<file path="config.mk">
export PLATFORM = sky130hd
export DESIGN_NAME = irq_ms_ctrl
export DESIGN_NICKNAME = d
export VERILOG_FILES = /design/src/rtl/irq_ms_pkg.sv /design/src/rtl/irq_ms_sync.sv /design/src/rtl/irq_ms_status_bank.sv /design/src/rtl/irq_ms_lowest.sv /design/src/rtl/irq_ms_ctrl.sv
export SDC_FILE = /design/constraint.sdc
export NUM_CORES = 1
export LEC_CHECK = 0
export BUFFER_PORTS_ARGS = -buffer_cell sky130_fd_sc_hd__buf_2
export CAP_MARGIN = 20
export CORE_ASPECT_RATIO = 0.6
export CORE_MARGIN = 2
export CORE_UTILIZATION = 49
export DETAILED_ROUTE_END_ITERATION = 16
export PLACE_DENSITY = 0.81
export SKIP_LAST_GASP = 1
export SLEW_MARGIN = 10
export SYNTH_ARGS = -nofsm -noshare
export SYNTH_HDL_FRONTEND = slang
export SYNTH_SLANG_ARGS = --single-unit
export TNS_END_PERCENT = 5
</file>
<file path="constraint.sdc">
create_clock -name clk -period 2.4 [get_ports clk]
set_input_delay 0.72 -clock clk [delete_from_list [all_inputs] [get_ports clk]]
set_output_delay 0.72 -clock clk [all_outputs]
set_load 0.05 [all_outputs]
</file>
<file path="src/rtl/irq_ms_pkg.sv">
package irq_ms_pkg;
    typedef enum logic [1:0] {
        TRIG_EDGE  = 2'd0,
        TRIG_LEVEL = 2'd1,
        TRIG_LATCH = 2'd2
    } trig_mode_e;

    localparam logic ADDR_MASK = 1'b0;
    localparam logic ADDR_STAT = 1'b1;
endpackage

</file>
<file path="src/rtl/irq_ms_sync.sv">
module irq_ms_sync #(
    parameter int WIDTH  = 32,
    parameter int STAGES = 2
) (
    input  logic             clk,
    input  logic             rst_n,
    input  logic [WIDTH-1:0] d,
    output logic [WIDTH-1:0] q
);
    logic [STAGES-1:0][WIDTH-1:0] pipe_q;

    always_ff @(posedge clk) begin
        if (!rst_n) pipe_q[0] <= '0;
        else        pipe_q[0] <= d;
    end

    for (genvar s = 1; s < STAGES; s++) begin : g_stage
        always_ff @(posedge clk) begin
            if (!rst_n) pipe_q[s] <= '0;
            else        pipe_q[s] <= pipe_q[s-1];
        end
    end

    assign q = pipe_q[STAGES-1];
endmodule

</file>
<file path="src/rtl/irq_ms_status_bank.sv">
module irq_ms_status_bank
    import irq_ms_pkg::*;
#(
    parameter int         N             = 32,
    parameter trig_mode_e LINE_MODE     = TRIG_LATCH,
    parameter bit         CLEAR_ON_ZERO = 1'b0
) (
    input  logic         clk,
    input  logic         rst_n,
    input  logic [N-1:0] line_in,
    input  logic         wr_stat,
    input  logic [N-1:0] wdata,
    output logic [N-1:0] status
);
    logic [N-1:0] clr_vec;

    // Acknowledge polarity is chosen per build
    always_comb begin
        if (!wr_stat)           clr_vec = '0;
        else if (CLEAR_ON_ZERO) clr_vec = ~wdata;
        else                    clr_vec = wdata;
    end

    if (LINE_MODE == TRIG_LEVEL) begin : g_level
        assign status = line_in;
        logic unused_bank;
        assign unused_bank = ^{clk, rst_n, clr_vec};
    end else begin : g_held
        logic [N-1:0] stat_q;
        logic [N-1:0] set_vec;

        if (LINE_MODE == TRIG_EDGE) begin : g_edge
            logic [N-1:0] prev_q;
            always_ff @(posedge clk) begin
                if (!rst_n) prev_q <= '0;
                else        prev_q <= line_in;
            end
            assign set_vec = line_in & ~prev_q;
        end else begin : g_lvl_latch
            assign set_vec = line_in;
        end

        // Setting wins over clearing
        always_ff @(posedge clk) begin
            if (!rst_n) stat_q <= '0;
            else        stat_q <= set_vec | (stat_q & ~clr_vec);
        end

        assign status = stat_q;
    end
endmodule

</file>
<file path="src/rtl/irq_ms_lowest.sv">
module irq_ms_lowest #(
    parameter int N     = 32,
    parameter int IDX_W = $clog2(N)
) (
    input  logic [N-1:0]     vec,
    output logic [IDX_W-1:0] idx,
    output logic             valid
);
    always_comb begin
        idx   = '0;
        valid = 1'b0;
        for (int i = N - 1; i >= 0; i--) begin
            if (vec[i]) begin
                idx   = IDX_W'(i);
                valid = 1'b1;
            end
        end
    end
endmodule

</file>
<file path="src/rtl/irq_ms_ctrl.sv">
module irq_ms_ctrl
    import irq_ms_pkg::*;
#(
    parameter int         NUM_LINES     = 32,
    parameter int         SYNC_STAGES   = 2,
    parameter trig_mode_e LINE_MODE     = TRIG_LATCH,
    parameter bit         CLEAR_ON_ZERO = 1'b1,
    localparam int        IDX_W         = $clog2(NUM_LINES)
) (
    input  logic                 clk,
    input  logic                 rst_n,
    input  logic [NUM_LINES-1:0] irq_in,
    input  logic                 reg_wr,
    input  logic                 reg_addr,
    input  logic [NUM_LINES-1:0] reg_wdata,
    output logic [NUM_LINES-1:0] reg_rdata,
    output logic                 irq_req,
    output logic                 pend_valid,
    output logic [IDX_W-1:0]     pend_idx
);
    logic [NUM_LINES-1:0] line_sync;
    logic [NUM_LINES-1:0] status_w;
    logic [NUM_LINES-1:0] mask_q;
    logic [NUM_LINES-1:0] live_w;
    logic                 wr_mask;
    logic                 wr_stat;
    logic                 req_q;

    assign wr_mask = reg_wr && (reg_addr == ADDR_MASK);
    assign wr_stat = reg_wr && (reg_addr == ADDR_STAT);

    irq_ms_sync #(.WIDTH(NUM_LINES), .STAGES(SYNC_STAGES)) u_sync (
        .clk(clk), .rst_n(rst_n), .d(irq_in), .q(line_sync)
    );

    irq_ms_status_bank #(
        .N(NUM_LINES), .LINE_MODE(LINE_MODE), .CLEAR_ON_ZERO(CLEAR_ON_ZERO)
    ) u_bank (
        .clk(clk), .rst_n(rst_n), .line_in(line_sync),
        .wr_stat(wr_stat), .wdata(reg_wdata), .status(status_w)
    );

    always_ff @(posedge clk) begin
        if (!rst_n) begin
            mask_q <= '0;
            req_q  <= 1'b0;
        end else begin
            if (wr_mask) mask_q <= reg_wdata;
            req_q <= |live_w;
        end
    end

    assign live_w    = status_w & mask_q;
    assign irq_req   = req_q;
    assign reg_rdata = (reg_addr == ADDR_STAT) ? status_w : mask_q;

    irq_ms_lowest #(.N(NUM_LINES), .IDX_W(IDX_W)) u_pick (
        .vec(live_w), .idx(pend_idx), .valid(pend_valid)
    );
endmodule

</file>
After elaboration in Yosys (flattened, before gate mapping)
Index checks and enable logic that the tools add are counted.

Bits of input ports: 68. Word-level logic and storage cells: 80. Register bits after elaboration: 129. Output and inout port bits: 39.

Mux-type cells: 66. Bitwise gates (word level): 6. Reduce and logical (&&, ||, !) cells: 3.

Operators by type and width (number): two-way mux 5 bit (32); AND 32 bit (2); two-way mux 32 bit (2); inverter 32 bit (2); two-way mux 1 bit (32); bitwise OR 32 bit (1); OR reduction 32 bit (1); logical AND 1 bit (2); inverter 1 bit (1).

Depth between registers and ports, before layout
Word-level depth: 33. Depth in mapped cells: 6.

Cells and area by module
A second synthesis with hierarchy kept.

Cells, all modules: 588. Area total of the unflattened synthesis: 5646.7 sq um.

Modules (own cells, without submodules): irq_ms_sync (area an instance 2031.9 sq um, instances 1, cells an instance 166, sequential area each 1281.2 sq um); irq_ms_ctrl (area an instance 1874.3 sq um, instances 1, cells an instance 223, sequential area each 660.6 sq um); irq_ms_status_bank (area an instance 1370.1 sq um, instances 1, cells an instance 134, sequential area each 640.6 sq um); irq_ms_lowest (area an instance 370.4 sq um, instances 1, cells an instance 65, sequential area each 0.0 sq um).

Worst setup path after synthesis
No wires, ideal clock.

Kind: flip-flop to output port. From: register u_bank.g_held.stat_q[1] (netlist: u_bank.status[1]). To: output pend_idx[4]. Data required time: 1.680 ns. Data arrival time: 2.172 ns. Setup slack: -0.492 ns. Stages on the path, launching flop included: 4. Path buffers: 0. Path through: dfxtp_1 a22o_1 or4_4 nor3_1.

Longest elaborated chain between the ends: 3.

RTL lines: start: declaration (RTL line irq_ms_status_bank.sv:29) `logic [N-1:0] stat_q;`; start signal: assignment (RTL line irq_ms_status_bank.sv:46) `else stat_q <= set_vec | (stat_q & ~clr_vec);`; AND 32 bit (RTL line irq_ms_ctrl.sv:53) `assign live_w = status_w & mask_q;`; two-way mux 5 bit (2 in series) (RTL line irq_ms_lowest.sv:13) `if (vec[i]) begin`; end: declaration (RTL line irq_ms_ctrl.sv:19) `output logic [IDX_W-1:0] pend_idx`.

No other way between the ends.

Worst setup path in the final report
From: register mask_q[25]. To: output pend_valid.

Longest elaborated chain between the ends: 27.

RTL lines: start: declaration (RTL line irq_ms_ctrl.sv:23) `logic [NUM_LINES-1:0] mask_q;`; start signal: assignment (RTL line irq_ms_ctrl.sv:48) `if (wr_mask) mask_q <= reg_wdata;`; AND 32 bit (RTL line irq_ms_ctrl.sv:53); two-way mux 1 bit (26 in series) (RTL line irq_ms_lowest.sv:13); end: declaration (RTL line irq_ms_ctrl.sv:18) `output logic pend_valid,`.

No other way between the ends.

==> reports/metrics.yaml <==
finish:
  most-common-layout-cells: "dfxtp_1 (122), buf_2 (104), nand2_1 (83)"
  layout_commonest_cell: "dfxtp_1"
  syn_to_final_growth_pct: 29.00
  nFillCells: 808
  n_antenna_cell: 0
  final_area_um2: 6412
  multi_input_area_um2: 2303
  drive_gt1_share_pct: 32.11
  seq_area_um2: 2591
  fin_nets: 681
floorplanning:
  fp.coreArea_um2: 9879
  start_util_pct: 50.32
  io_pins: 107
  die_area_um2: 10990
  rows: 28
  fp.dieW_um: 134.0
  fp.dieH_um: 82.02
drt:
  routedWlPerCell_um: 15.54
  vias_per_cell: 5.206
  vias: 3962
  drtPass1Iterations: 5
  routed_wl_um: 11830
  drc: 0
  drt_iter0_markers: 277
  postRouteAntennaNets: 0
pwr:
  power.switching_mw: 1.339
  power_frac_comb_pct: 10.4
  internal_power_mw: 4.325
  share_clk_of_total_power_pct: 48.7
  leakage_nw: 2.761
  switching_share_pct: 23.64
  seqPwrFrac_pct: 41.0
  power_density_nw_per_um2: 883.2
  ir_worst_vdd_v: 0.0005690
yosys:
  ys_types: 34
  ys_seq_elements: 129
  synth-edff-count: 0
  synthCells: 500
  synth_nets: 568
  syn_avg_cell_area_um2: 9.942
  syn_area_um2: 4971
  async_reset_ff_share_pct: 0
  synth_warnings: 0
  seq_area_frac_synth_pct: 51.95
  yosys_most_used_dff: "dfxtp_1"
timing:
  worstMarginPinSlew_ns: 0.4556
  finalSetupTns_ns: -1.923
  setup_viol: 6
  period_needed_ns: 2.776
  whs_ns: 0.4300
  fin_crit_sh_pct: 115.7
  setup_slack_ns: -0.3760
  report.final.slew_viol_count: 0
  skew_ns: 0.005520
  final_hold_viol_count: 0
  rsz0062_at_grt: "yes"
  timing.fmax_mhz: 360.2
  relSlewSlack_pct: 69.63
cts:
  h-tree-depth: 4
  postCtsSetupBuffers: 0
  clock-sinks: 129
  tritoncts: "built"
  cts_root_buf: "clkbuf_16"
  holdBufCountCts: 0
  clockBufferDepth: 2
  numCtsBuffers: 17
  clkTransAtPathRegs_ns: 0.05
  insertion_delay_ns: 0.41
setup_path:
  crit_arrival_ns: 2.06
  worstSetupPathType: "reg -> out"
  path_max_fanout: 5
  end_kind: "output pin"
  cp_data_required_time_ns: 1.68
  start_kind: "flop"
placed_design:
  dpl.hpwl_um: 8126
  placed_cell_area_um2: 5736
  io_buffers: 106
  place_congestion: 0.8163
global_routing:
  grt.total_usage_pct: 22.67
  grt_pass1_vias: 3815
  grt_remaining_overflow: 0
  grt_pass1_wl_um: 19030
  grt_start_max_net_pins: 130
  antenna_found_initial: 1
outcome:
  violations: "setup timing"
  status: "finished with violations"
run:
  drv_cap: 0
hold_path:
  hold_class: "reg -> reg"
-- registers in the layout, indices dropped and copies added (netlist names) --
name and flops:
u_sync.pipe_q 32, mask_q 32, u_sync.q 32, u_bank.status 32, irq_req 1
-- kinds of logic (layout without fill, tap and decap cells) --
family	Yosys count	in the layout	share of synthesized area, %
compound gates	142	142	21.55
buf+inv	29	155	2.190
flops	129	129	51.95
simple gates	168	168	17.07
mux	32	32	7.249
-- cells in the mapped netlist, drive strengths merged (2+ instances only) --
cell type,n,area (µm²)
nor2,6,22.52
nand3,2,10.01
nor3,2,21.27
a22oi,12,90.09
dfxtp,129,2582
a31oi,2,12.51
o21ai,3,15.01
buf,5,18.77
nand2,84,317.8
nand4,2,12.51
clkbuf,23,86.33
mux2,32,360.4
and2,66,412.9
a32o,4,40.04
a211oi,2,15.01
a32oi,2,17.52
o21a,64,480.5
a22o,8,71.32
a21oi,5,25.02
o211ai,2,15.01
nand2b,2,12.51
a21boi,34,255.2
-- routing by layer --
layer,track usage (%),part of all wire (%)
met1,30.17,47
met2,34.51,44
met3,7.284,7.6
met4,9.158,1.3
met5,0,0.11
-- power by group through the flow --
stage / sequential (mW) / clock (mW) / combinational [mW]
6_report: 2.32 / 2.76 / 0.587
5_1_grt: 2.33 / 2.89 / 0.632
4_1_cts: 2.32 / 2.80 / 0.582
3_5_place_dp: 2.36 / 0 / 0.573
3_3_place_gp: 2.36 / 0 / 0.562
2_1_floorplan: 2.35 / 0 / 0.392
-- final cells by class --
type / count / area share [%]
inverter: 1 / 0.05854
timing repair buffer: 122 / 10.99
sequential: 129 / 40.41
tap: 135 / 2.634
clock inverter: 9 / 2.380
clock buffer: 23 / 7.610
multi-input combinational: 342 / 35.92
-- stage by stage --
step                std cells  setup WS (ns)  utilization (%)  power, mW
detailed placement        729       -0.03395            58.05      2.933
CTS                       761        -0.3797            64.65      5.698
floorplan                 500        -0.1248                -      2.738
global route              761        -0.4463            64.91      5.856
global placement          729        0.02786            58.05      2.917
finish                    761        -0.3760            64.91      5.663
-- critical path, stage by stage, from the launching register on --
cell and delay [ns]:
dfxtp_2 0.34, a22o_1 0.24, or4b_4 0.56, nor3_4 0.24, nand2_2 0.11, buf_8 0.16
-- final timing paths --
kind         slack, ns  cells past startpoint                      end                    startpoint
max              -0.38                      5               pend_valid       mask_q[25]$_SDFFE_PN0P_
min               0.43                      1  u_sync.q[10]$_SDFF_PN0_  u_sync.pipe_q[10]$_SDFF_PN0_
max reg2reg       0.65                      5       irq_req$_SDFF_PN0_       mask_q[25]$_SDFFE_PN0P_
min reg2reg       0.43                      1  u_sync.q[10]$_SDFF_PN0_  u_sync.pipe_q[10]$_SDFF_PN0_
-- repair_timing --
action | 4_1_cts | 5_1_grt
endpoints found under the hold margin | 0 | 0
pin swaps | 0 | 6
setup endpoints to repair | 6 | 6
resized for setup | 5 | 11
No activity file was read; power rests on OpenSTA's default activity.
